## config.mk

```make
export PLATFORM = sky130hd
export DESIGN_NAME = montMul
export DESIGN_NICKNAME = d
export VERILOG_FILES = /design/src/rtl/montPkg.sv /design/src/rtl/montPe.sv /design/src/rtl/montDatapath.sv /design/src/rtl/montCtrl.sv /design/src/rtl/montMul.sv
export SDC_FILE = /design/constraint.sdc
export NUM_CORES = 1
export LEC_CHECK = 0
export BUFFER_PORTS_ARGS = -buffer_cell sky130_fd_sc_hd__buf_2
export CORE_UTILIZATION = 50
export CTS_CLUSTER_DIAMETER = 40
export DETAILED_ROUTE_END_ITERATION = 8
export GPL_ROUTABILITY_DRIVEN = 0
export PLACE_DENSITY_LB_ADDON = 0.15
export SETUP_SLACK_MARGIN = 0.02
export SYNTH_ARGS = -nofsm -noshare
export SYNTH_HDL_FRONTEND = slang
export SYNTH_SLANG_ARGS = --single-unit
```

## constraint.sdc

```tcl
create_clock -name clk -period 6.8 [get_ports clk]
set_input_delay 1.36 -clock clk [delete_from_list [all_inputs] [get_ports clk]]
set_output_delay 1.36 -clock clk [all_outputs]
set_load 0.02 [all_outputs]
```

## src/rtl/montPkg.sv

```systemverilog
package montPkg;

  typedef enum logic [3:0] {
    ST_IDLE, ST_LDX, ST_PASS, ST_DRAIN, ST_CHK, ST_CHKW, ST_DEC, ST_SUB, ST_FIN, ST_DONE
  } stateT;

  // strobes, registered in control so that they line up with read data
  typedef struct packed {
    logic loadX;      // capture a multiplier word
    logic feed;       // stream a word into stage 0
    logic firstPass;  // partial sum is zero on the first pass
    logic shiftX;     // advance the multiplier by one pass
    logic subChk;     // compare partial sum with modulus
    logic subWr;      // write partial sum minus modulus
  } ctrlT;

endpackage

```

## src/rtl/montPe.sv

```systemverilog
module montPe #(
  parameter int W = 16,
  parameter int E = 4,
  localparam int IW = (E > 1) ? $clog2(E) : 1
) (
  input  logic          clk,
  input  logic          rstN,
  input  logic          inV,
  input  logic [IW-1:0] inIdx,
  input  logic [W-1:0]  inS,
  input  logic          inTop,
  input  logic [W-1:0]  inY,
  input  logic [W-1:0]  inM,
  input  logic          xBit,
  output logic          outV,
  output logic [IW-1:0] outIdx,
  output logic [W-1:0]  outS,
  output logic          outTop,
  output logic [W-1:0]  outY,
  output logic [W-1:0]  outM
);
  logic [1:0]   carryQ;
  logic [1:0]   hiQ;
  logic         qQ;
  logic         lastQ;
  logic [W-1:0] tQ, yQ, mQ;
  logic         firstWord, lastWord, qNow;
  logic [W+1:0] sum;
  logic [1:0]   hiNow;

  assign firstWord = (inIdx == '0);
  assign lastWord  = (inIdx == IW'(E - 1));
  assign qNow      = firstWord ? (inS[0] ^ (xBit & inY[0])) : qQ;

  always_comb begin
    sum = {2'b00, inS};
    if (xBit) sum = sum + {2'b00, inY};
    if (qNow) sum = sum + {2'b00, inM};
    if (!firstWord) sum = sum + {{W{1'b0}}, carryQ};
    hiNow = sum[W+1:W] + {1'b0, inTop};
  end

  always_ff @(posedge clk) begin
    if (!rstN) begin
      carryQ <= '0; hiQ <= '0; qQ <= 1'b0; lastQ <= 1'b0;
      tQ <= '0; yQ <= '0; mQ <= '0;
      outV <= 1'b0; outIdx <= '0; outS <= '0; outTop <= 1'b0; outY <= '0; outM <= '0;
    end else begin
      lastQ <= inV && lastWord;
      if (inV) begin
        tQ     <= sum[W-1:0];
        carryQ <= sum[W+1:W];
        qQ     <= qNow;
        yQ     <= inY;
        mQ     <= inM;
        if (lastWord) hiQ <= hiNow;
      end
      outV <= (inV && !firstWord) || lastQ;
      if (inV && !firstWord) begin
        outS   <= {sum[0], tQ[W-1:1]};
        outIdx <= inIdx - 1'b1;
        outTop <= 1'b0;
        outY   <= yQ;
        outM   <= mQ;
      end else if (lastQ) begin
        outS   <= {hiQ[0], tQ[W-1:1]};
        outIdx <= IW'(E - 1);
        outTop <= hiQ[1];
        outY   <= yQ;
        outM   <= mQ;
      end
    end
  end

  AST_WB_CONTIG: assert property (@(posedge clk) disable iff (!rstN)
    (outV && outIdx != '0) |-> ($past(outV) && outIdx == $past(outIdx) + 1'b1));

endmodule

```

## src/rtl/montDatapath.sv

```systemverilog
module montDatapath import montPkg::*; #(
  parameter int W = 16,
  parameter int E = 4,
  parameter int N = 4,
  localparam int K  = W * E,
  localparam int IW = (E > 1) ? $clog2(E) : 1
) (
  input  logic          clk,
  input  logic          rstN,
  input  ctrlT          strobe,
  input  logic [IW-1:0] dIdx,
  input  logic [W-1:0]  xRdata,
  input  logic [W-1:0]  yRdata,
  input  logic [W-1:0]  mRdata,
  input  logic [W-1:0]  resRdata,
  output logic          resWe,
  output logic [IW-1:0] resWaddr,
  output logic [W-1:0]  resWdata,
  output logic          wbLast,
  output logic          needSub
);
  logic [K-1:0]  xReg;
  logic          sTopQ, borrowQ;
  logic          chV   [N+1];
  logic [IW-1:0] chIdx [N+1];
  logic [W-1:0]  chS   [N+1];
  logic          chTop [N+1];
  logic [W-1:0]  chY   [N+1];
  logic [W-1:0]  chM   [N+1];
  logic [W:0]    diff;
  logic          bIn;

  assign chV[0]   = strobe.feed;
  assign chIdx[0] = dIdx;
  assign chS[0]   = strobe.firstPass ? '0 : resRdata;
  assign chTop[0] = strobe.firstPass ? 1'b0 : sTopQ;
  assign chY[0]   = yRdata;
  assign chM[0]   = mRdata;

  for (genvar s = 0; s < N; s++) begin : gStage
    montPe #(.W(W), .E(E)) uPe (
      .clk(clk), .rstN(rstN),
      .inV(chV[s]), .inIdx(chIdx[s]), .inS(chS[s]), .inTop(chTop[s]),
      .inY(chY[s]), .inM(chM[s]), .xBit(xReg[s]),
      .outV(chV[s+1]), .outIdx(chIdx[s+1]), .outS(chS[s+1]), .outTop(chTop[s+1]),
      .outY(chY[s+1]), .outM(chM[s+1])
    );
  end

  assign bIn  = (dIdx == '0) ? 1'b0 : borrowQ;
  assign diff = {1'b0, resRdata} - {1'b0, mRdata} - {{W{1'b0}}, bIn};

  assign wbLast   = chV[N] && (chIdx[N] == IW'(E - 1));
  assign needSub  = sTopQ || !borrowQ;
  assign resWe    = chV[N] || strobe.subWr;
  assign resWaddr = strobe.subWr ? dIdx : chIdx[N];
  assign resWdata = strobe.subWr ? diff[W-1:0] : chS[N];

  always_ff @(posedge clk) begin
    if (!rstN) begin
      xReg <= '0; sTopQ <= 1'b0; borrowQ <= 1'b0;
    end else begin
      if (strobe.loadX) xReg[int'(dIdx)*W +: W] <= xRdata;
      else if (strobe.shiftX) xReg <= xReg >> N;
      if (wbLast) sTopQ <= chTop[N];
      if (strobe.subChk || strobe.subWr) borrowQ <= diff[W];
    end
  end

  AST_ONE_WRITER: assert property (@(posedge clk) disable iff (!rstN)
    !(chV[N] && strobe.subWr));

endmodule

```

## src/rtl/montCtrl.sv

```systemverilog
module montCtrl import montPkg::*; #(
  parameter int W = 16,
  parameter int E = 4,
  parameter int N = 4,
  localparam int K  = W * E,
  localparam int P  = K / N,
  localparam int IW = (E > 1) ? $clog2(E) : 1,
  localparam int PW = $clog2(P + 1)
) (
  input  logic          clk,
  input  logic          rstN,
  input  logic          start,
  input  logic          wbLast,
  input  logic          needSub,
  output logic          busy,
  output logic          done,
  output logic [IW-1:0] rdAddr,
  output ctrlT          strobe,
  output logic [IW-1:0] dIdx
);
  stateT         st;
  logic [IW-1:0] cnt;
  logic [PW-1:0] passCnt;
  logic          firstQ;
  logic          cntEnd;
  ctrlT          nxt;

  assign cntEnd = (cnt == IW'(E - 1));
  assign rdAddr = cnt;
  assign busy   = (st != ST_IDLE);
  assign done   = (st == ST_DONE);

  always_comb begin
    nxt = '0;
    nxt.firstPass = firstQ;
    case (st)
      ST_LDX:   nxt.loadX  = 1'b1;
      ST_PASS:  nxt.feed   = 1'b1;
      ST_DRAIN: nxt.shiftX = wbLast;
      ST_CHK:   nxt.subChk = 1'b1;
      ST_SUB:   nxt.subWr  = 1'b1;
      default:  ;
    endcase
  end

  always_ff @(posedge clk) begin
    if (!rstN) begin
      st <= ST_IDLE; cnt <= '0; passCnt <= '0; firstQ <= 1'b0;
      strobe <= '0; dIdx <= '0;
    end else begin
      strobe <= nxt;
      dIdx   <= cnt;
      case (st)
        ST_IDLE: if (start) begin
          st <= ST_LDX; cnt <= '0; passCnt <= '0; firstQ <= 1'b1;
        end
        ST_LDX: begin
          cnt <= cnt + 1'b1;
          if (cntEnd) begin cnt <= '0; st <= ST_PASS; end
        end
        ST_PASS: begin
          cnt <= cnt + 1'b1;
          if (cntEnd) begin cnt <= '0; st <= ST_DRAIN; end
        end
        ST_DRAIN: if (wbLast) begin
          firstQ  <= 1'b0;
          passCnt <= passCnt + 1'b1;
          st      <= (passCnt == PW'(P - 1)) ? ST_CHK : ST_PASS;
        end
        ST_CHK: begin
          cnt <= cnt + 1'b1;
          if (cntEnd) begin cnt <= '0; st <= ST_CHKW; end
        end
        ST_CHKW: st <= ST_DEC;
        ST_DEC:  st <= needSub ? ST_SUB : ST_DONE;
        ST_SUB: begin
          cnt <= cnt + 1'b1;
          if (cntEnd) begin cnt <= '0; st <= ST_FIN; end
        end
        ST_FIN:  st <= ST_DONE;
        default: st <= ST_IDLE;
      endcase
    end
  end

  AST_DONE_PULSE: assert property (@(posedge clk) disable iff (!rstN)
    done |=> !done);
  AST_DONE_BUSY: assert property (@(posedge clk) disable iff (!rstN)
    done |-> busy);
  AST_PASS_COUNT: assert property (@(posedge clk) disable iff (!rstN)
    (st == ST_CHK) |-> (passCnt == PW'(P)));

endmodule

```

## src/rtl/montMul.sv

```systemverilog
module montMul import montPkg::*; #(
  parameter int W = 16,
  parameter int E = 4,
  parameter int N = 4,
  localparam int IW = (E > 1) ? $clog2(E) : 1
) (
  input  logic          clk,
  input  logic          rstN,
  input  logic          start,
  output logic          busy,
  output logic          done,
  output logic [IW-1:0] rdAddr,
  input  logic [W-1:0]  xRdata,
  input  logic [W-1:0]  yRdata,
  input  logic [W-1:0]  mRdata,
  input  logic [W-1:0]  resRdata,
  output logic          resWe,
  output logic [IW-1:0] resWaddr,
  output logic [W-1:0]  resWdata
);
  ctrlT          strobe;
  logic [IW-1:0] dIdx;
  logic          wbLast, needSub;

  initial begin
    assert ((W * E) % N == 0 && W >= 2 && E >= 2)
      else $error("stage count must divide the operand length");
  end

  montCtrl #(.W(W), .E(E), .N(N)) uCtrl (
    .clk(clk), .rstN(rstN), .start(start), .wbLast(wbLast), .needSub(needSub),
    .busy(busy), .done(done), .rdAddr(rdAddr), .strobe(strobe), .dIdx(dIdx)
  );

  montDatapath #(.W(W), .E(E), .N(N)) uData (
    .clk(clk), .rstN(rstN), .strobe(strobe), .dIdx(dIdx),
    .xRdata(xRdata), .yRdata(yRdata), .mRdata(mRdata), .resRdata(resRdata),
    .resWe(resWe), .resWaddr(resWaddr), .resWdata(resWdata),
    .wbLast(wbLast), .needSub(needSub)
  );

  AST_WRITE_BUSY: assert property (@(posedge clk) disable iff (!rstN)
    resWe |-> busy);

endmodule

```

==> results of run 1 <==
==> worst max-delay path: cells and delay by family, from the launching register on <==
family | cells | cell delay [ps]
compound gates | 10 | 3070
xor+xnor | 1 | 180
fa+ha+maj | 3 | 900
buf+inv | 1 | 80
flops | 1 | 480
simple gates | 8 | 1540
==> power groups by stage <==
| stage | logic, uW | registers (uW) | clock network [uW] |
|---|---|---|---|
| 2_1_floorplan | 1020 | 2760 | 0 |
| 3_3_place_gp | 1320 | 2810 | 0 |
| 3_5_place_dp | 1350 | 2810 | 0 |
| 4_1_cts | 1360 | 2750 | 3810 |
| 5_1_grt | 1510 | 2770 | 3940 |
| 6_report | 1380 | 2760 | 3760 |
==> synth_stat cells, types with 6 or more instances <==
master | instances | share of area [%]
a211oi_1 | 44 | 1.2
a21boi_0 | 6 | 0.17
a21o_1 | 63 | 1.8
a21oi_1 | 356 | 6.6
a22oi_1 | 6 | 0.17
a311oi_1 | 6 | 0.20
a31o_2 | 7 | 0.23
a31oi_1 | 24 | 0.56
and2_1 | 13 | 0.30
and3_1 | 19 | 0.44
and4_1 | 6 | 0.20
buf_1 | 23 | 0.32
clkbuf_1 | 150 | 2.1
dfxtp_1 | 442 | 33
fa_1 | 14 | 1.0
ha_1 | 182 | 8.5
inv_1 | 111 | 1.6
mux2_2 | 50 | 2.1
mux2i_1 | 159 | 5.9
nand2_1 | 519 | 7.3
nand2b_1 | 35 | 0.82
nand3_1 | 71 | 1.3
nand3b_1 | 11 | 0.31
nand4_1 | 19 | 0.44
nand4b_1 | 11 | 0.36
nor2_1 | 342 | 4.8
nor2b_1 | 37 | 0.86
nor3_1 | 53 | 0.99
nor3b_1 | 9 | 0.25
nor4_1 | 10 | 0.23
o211ai_1 | 26 | 0.73
o21a_1 | 28 | 0.78
o21ai_0 | 227 | 4.2
o21bai_1 | 7 | 0.20
o221ai_1 | 6 | 0.20
o31ai_1 | 16 | 0.45
or2_2 | 14 | 0.33
or3_1 | 20 | 0.47
or4_1 | 8 | 0.22
xnor2_1 | 85 | 2.8
xor2_1 | 55 | 1.8
==> registers in the layout, summed over array words and instances, names as in the netlist, 5 cells and up <==
register / flops
uData.gStage.uPe.mQ: 48
uData.gStage.uPe.yQ: 48
uData.gStage.uPe.carryQ: 8
uData.gStage.uPe.hiQ: 8
uData.xReg: 64
uData.gStage.uPe.outY: 48
uData.gStage.uPe.outM: 48
uData.gStage.uPe.outS: 64
uData.gStage.uPe.tQ: 60
uCtrl.strobe: 6
uCtrl.passCnt: 5
uData.gStage.uPe.outIdx: 8
==> routing by layer <==
metal	GRT usage, %	wire length (um)
met2	44.29	34590
met5	0	11
met4	14.12	3443
met1	38.72	35670
met3	4.663	5106
==> area by class of cell <==
type / instances / area, um2
Timing Repair Buffer: 126 / 723.2
Inverter: 113 / 431.7
Multi-Input combinational cell: 2668 / 16930
Tap cell: 688 / 860.8
Fill cell: 4837 / 22420
Clock buffer: 88 / 1954
Clock inverter: 47 / 585.6
Sequential cell: 442 / 8853
==> per-stage QoR <==
stage	cell area (um2)	total power, uW
final	30340	7891
after global routing	30340	8218
after CTS	30330	7924
after detailed placement	27790	4159
after global placement	27790	4126
after floorplan	26840	3784
==> worst paths after layout <==
kind	from	endpoint	slack, ps	cells past startpoint
setup / recovery	uData.gStage[1].uPe.outY[7]$_SDFFE_PN0P_	uData.gStage[2].uPe.hiQ[1]$_SDFFE_PN0P_	490	23
setup reg to reg	uData.gStage[1].uPe.outY[7]$_SDFFE_PN0P_	uData.gStage[2].uPe.hiQ[1]$_SDFFE_PN0P_	490	23
hold / removal	uData.gStage[0].uPe.mQ[9]$_SDFFE_PN0P_	uData.gStage[0].uPe.outM[9]$_SDFFE_PN0P_	450	2
hold reg to reg	uData.gStage[0].uPe.mQ[9]$_SDFFE_PN0P_	uData.gStage[0].uPe.outM[9]$_SDFFE_PN0P_	450	2
==> kinds of logic after synthesis <==
kind of cell	share of synthesized area [%]
simple gates	20.20
compound gates	20.53
flops	32.96
buf+inv	4.102
mux	8.077
fa+ha+maj	9.564
xor+xnor	4.568
==> out/qor.yml, run 1 <==
run_status:
  status: "finished clean"
cells_and_area:
  finalNonFillerCells: 4172
  final_core_util_pct: 57.50
  area_growth_pct: 13.02
  final_cell_mix: "nand2_1, dfxtp_1, a21oi_1"
  n_antenna_cell: 0
  final_common_cell: "nand2_1"
  drive_gt1_share_pct: 10.25
  final_nets: 3688
power:
  p_switching_uw: 2349
  p_leak_uw: 0.01218
  seq_power_share_pct: 34.9
  intPower_uw: 5543
  p_sw_share_pct: 29.76
  p_per_area_nw_per_um2: 260.1
  ir_drop_mv: 0.2834
  power_frac_comb_pct: 17.4
  clock_power_share_pct: 47.6
global_route:
  gr-total-overflow: 0
  antenna_found_initial: 3
  grt_pass1_vias: 23290
  grtUsageTotal_pct: 28.69
  grt_pass1_wl_um: 124100
  grt_max_degree: 109
logic_synthesis:
  synth-edff-count: 0
  syn_nets: 3664
  synth_seq_cells: 442
  ys_seq_area_share_pct: 32.96
  ys_async_sr_fraction_pct: 0
  synth_area_um2: 26840
  yosys_warnings: 0
  synth_flop_cell: "dfxtp_1"
  synth_cell_types: 91
  synth.avg_cell_area_um2: 7.893
  syn_inst: 3401
cts:
  numCtsBuffers: 74
  clk_pin_slew_ps: 60
  post-cts-setup-buffers: 0
  cts_hold_buf: 0
  cts-root-buf: "clkbuf_16"
  clk_path_buf_depth: 3
  cts_sinks: 442
  cts_resized: 0
  ctsHtreeMaxLevel: 3
  clkLatencyLatePin_ps: 630
  cts_tree: "built"
worst_setup_path:
  cp.required_ps: 7350
  crit_path_start_kind: "register"
  slowest_delay_ps: 720
  cp-end-kind: "register"
  crit_chain: "ha_1 > a21o_1 > a21o_1 > a2111oi_0 > nor2_1 > or3_1 > a31oi_1 > inv_1 > ha_1 > a21oi_1 > nand3_1 > o21ai_0 > a21oi_1 > xor2_1 > a222oi_1 > nor2_1 > nand3_1 > nand2_1 > ha_1 > or3_1 > nor2_1 > a31oi_1 > o211ai_1"
  worstSetupPathType: "register to register"
  crit_fanout: 6
  critical_path_arrival_ps: 6860
  crit_slowest_cell: "a2111oi_0"
timing:
  postLayoutSetupSlackWorst_ps: 489.7
  rsz0062_at_grt: "no"
  setup_tns_ps: 0
  max_freq_ghz: 0.1585
  drv_slew: 0
  clock_skew_ps: 47.79
  hold_viol: 0
  hold_ws_ps: 454.3
  tightest_slew_ps: 1297
  setup_viol: 0
  post-route-min-period_ps: 6310
  fin_crit_sh_pct: 92.80
  max-slew-margin-rel_pct: 13.38
floorplanning:
  die-area_um2: 54620
  die_h_um: 233.7
  ios: 90
  rows: 84
  start_util_pct: 50.88
  die_w_um: 233.7
  core_um2: 52760
placement:
  dpl.cell_count: 4037
  place_ws_ps: 44.75
  dp_hpwl_um: 57490
  place.port_buffers: 89
routing:
  drt-vias-per-instance: 5.894
  drt-total-wl_um: 78820
  first_pass_iters: 6
  wl_per_cell_um: 18.89
  drc_errors: 0
  drt_iter0_drc: 1866
  postRouteAntennaNets: 0
  vias: 24590
hold_path:
  hold_class: "register to register"
run:
  cap_violations: 0
No activity file was read; power rests on OpenSTA's default activity.
==> run 2: changes to the inputs <==
==> constraint.sdc (replaced) <==
create_clock -name clk -period 6.8 [get_ports clk]
set_input_delay 0.68 -clock clk [delete_from_list [all_inputs] [get_ports clk]]
set_output_delay 0.68 -clock clk [all_outputs]
set_load 0.02 [all_outputs]
==> run 2 against run 1 <==
Count of clock-buffer cells in the layout fell by 5; global-route usage is essentially flat; critical path depth is 2 higher; sequential power about the same; design area down 0.11%.
==> out/qor.yml, run 2 (synthesis gave the netlist of run 1 again) <==
run_status:
  status: "finished clean"
hold_path:
  hold_class: "input port to register"
cells_and_area:
  final_common_cell: "nand2_1"
  final_nets: 3676  # -0.33%
  final_cell_mix: "nand2_1, dfxtp_1, a21oi_1"
  finalInstanceArea_um2: 30310  # -0.11%
  fillers: 4832  # -0.10%
  drive_gt1_share_pct: 10.02  # -0.22 points
  n_antenna_cell: 0  # unchanged
  area_growth_pct: 12.90
  reg.largest.list: "uData.gStage.uPe.outS: 64 flops, uData.xReg: 64 flops, uData.gStage.uPe.tQ: 60 flops"
placement:
  dpl_cell_area_um2: 27700  # -0.32%
  dp_hpwl_um: 57820  # +0.58%
  place.port_buffers: 89  # unchanged
worst_setup_path:
  slowest_delay_ps: 440  # -280 ps
  critical_path_arrival_ps: 6710  # -150 ps
  ff2ff_setup_slack_ps: 640  # +150 ps
  crit_path_start_kind: "register"
  crit_fanout: 24  # +18
  crit_slowest_cell: "nor4_2"
  cp.required_ps: 7360  # about the same
  worstSetupPathType: "register to register"
  critPathMostFrequentCell: "ha_1"
  cp-end-kind: "register"
floorplanning:
  die_w_um: 233.7  # unchanged
  die_h_um: 233.7  # unchanged
  start_util_pct: 50.88  # unchanged
  rows: 84  # unchanged
  die-area_um2: 54620  # unchanged
  core_um2: 52760  # unchanged
  ios: 90  # unchanged
timing:
  setup_viol: 0  # unchanged
  post-route-min-period_ps: 6156  # -154.2 ps
  setup_tns_ps: 0  # unchanged
  max-slew-margin-rel_pct: 15.62  # +2.2 points
  hold_viol: 0  # unchanged
  fin_crit_sh_pct: 90.53  # -2.3 points
  max_freq_ghz: 0.1624  # +2.5%
  clock_skew_ps: 18.72  # -29.07 ps
  tightest_slew_ps: 1263  # -33.60 ps
  drv_slew: 0  # unchanged
  hold_ws_ps: 353.4  # -101.0 ps
  rsz0062_at_grt: "no"
cts:
  clkLatencyLatePin_ps: 610  # -20 ps
  numCtsBuffers: 74  # unchanged
  cts_hold_buf: 0  # unchanged
  ctsHtreeMaxLevel: 3  # unchanged
  clk_path_buf_depth: 3  # unchanged
  clk_pin_slew_ps: 50  # about the same
  post-cts-setup-buffers: 0  # unchanged
  cts_resized: 0  # unchanged
  cts_tree: "built"
  cts-root-buf: "clkbuf_16"
  cts_sinks: 442  # unchanged
routing:
  first_pass_iters: 5  # -1
  drt_iter0_drc: 1768  # -5.3%
  wl_per_cell_um: 19.00  # +0.58%
  drt-total-wl_um: 79050  # +0.29%
  drc_errors: 0  # unchanged
  drt-vias-per-instance: 5.972  # +1.3%
  vias: 24840  # +1.0%
  postRouteAntennaNets: 0  # unchanged
global_route:
  grtUsageTotal_pct: 28.70  # about the same
  grt_pass1_wl_um: 124300  # +0.18%
  antenna_found_initial: 1  # -2
  gr-total-overflow: 0  # unchanged
  grt_max_degree: 114  # +4.6%
  grt_pass1_vias: 23570  # +1.2%
power:
  p_per_area_nw_per_um2: 264.1  # +1.5%
  p_leak_uw: 0.01217  # about the same
  ir_drop_mv: 0.2507  # -12%
run:
  cap_violations: 0  # unchanged
[run 2: cell types whose count changed in the layout (fill, tap and decap cells not counted), moves of 2 or more]
cell and change:
inv_8 +2, clkinvlp_4 -4, buf_4 -12, clkinv_16 -2, clkinv_4 +3, bufinv_16 +3
inv_6 +4, clkbuf_1 -5
[run 2: final cells by class]
| type | count | area (um2) | area share, % |
|---|---|---|---|
| Clock buffer | 83 | 1936 | 6.387 |
| Clock inverter | 52 | 668.1 | 2.205 |
| Inverter | 113 | 431.7 | 1.424 |
| Multi-Input combinational cell | 2668 | 16930 | 55.85 |
| Sequential cell | 442 | 8852 | 29.21 |
| Tap cell | 688 | 860.8 | 2.840 |
| Timing Repair Buffer | 114 | 633.1 | 2.089 |
[run 2: final timing paths]
kind	startpoint	to	cells past startpoint
hold reg to reg	uData.gStage[0].uPe.tQ[12]$_SDFFE_PN0P_	uData.gStage[0].uPe.outS[11]$_SDFFE_PN0P_	2
hold / removal	yRdata[13]	uData.gStage[0].uPe.yQ[13]$_SDFFE_PN0P_	3
setup reg to reg	uCtrl.strobe[3]$_SDFF_PN0_	uData.gStage[0].uPe.hiQ[1]$_SDFFE_PN0P_	25
setup / recovery	uCtrl.strobe[3]$_SDFF_PN0_	uData.gStage[0].uPe.hiQ[1]$_SDFFE_PN0P_	25
[run 2: report_power, final]
part / internal (uW) / switching [uW] / leakage [uW] / total [uW]
Sequential: 2670 / 90.2 / 0.00356 / 2760
Clock: 2450 / 1440 / 0.00126 / 3890
Combinational: 512 / 840 / 0.00734 / 1350
Total: 5630 / 2370 / 0.0122 / 8000
[run 2: per-layer routing]
metal | track usage (%) | wire [um] | up-vias
met5 | 0 | 10 | -
met4 | 12.24 | 2977 | 2
met3 | 4.517 | 5006 | 175
met2 | 46.22 | 35520 | 798
met1 | 37.96 | 35530 | 11830
li1 | - | - | 12040
[run 2: critical path: cells and delay by family, from the launching register on]
kind | cells | cell delay, ps
fa+ha+maj | 3 | 820
xor+xnor | 2 | 360
simple gates | 14 | 3030
buf+inv | 1 | 310
flops | 1 | 420
compound gates | 5 | 1140
[run 2: through the flow]
| step | total power [uW] | setup slack [ps] | cells | util, % |
|---|---|---|---|---|
| 2_1_floorplan | 3784 | 1094 | 3401 | - |
| 3_3_place_gp | 4101 | 727.5 | 4025 | 52.51 |
| 3_5_place_dp | 4135 | 528.4 | 4025 | 52.51 |
| 4_1_cts | 8032 | 733.4 | 4160 | 57.44 |
| 5_1_grt | 8308 | 237.3 | 4160 | 57.44 |
| 6_report | 8003 | 643.9 | 4160 | 57.44 |
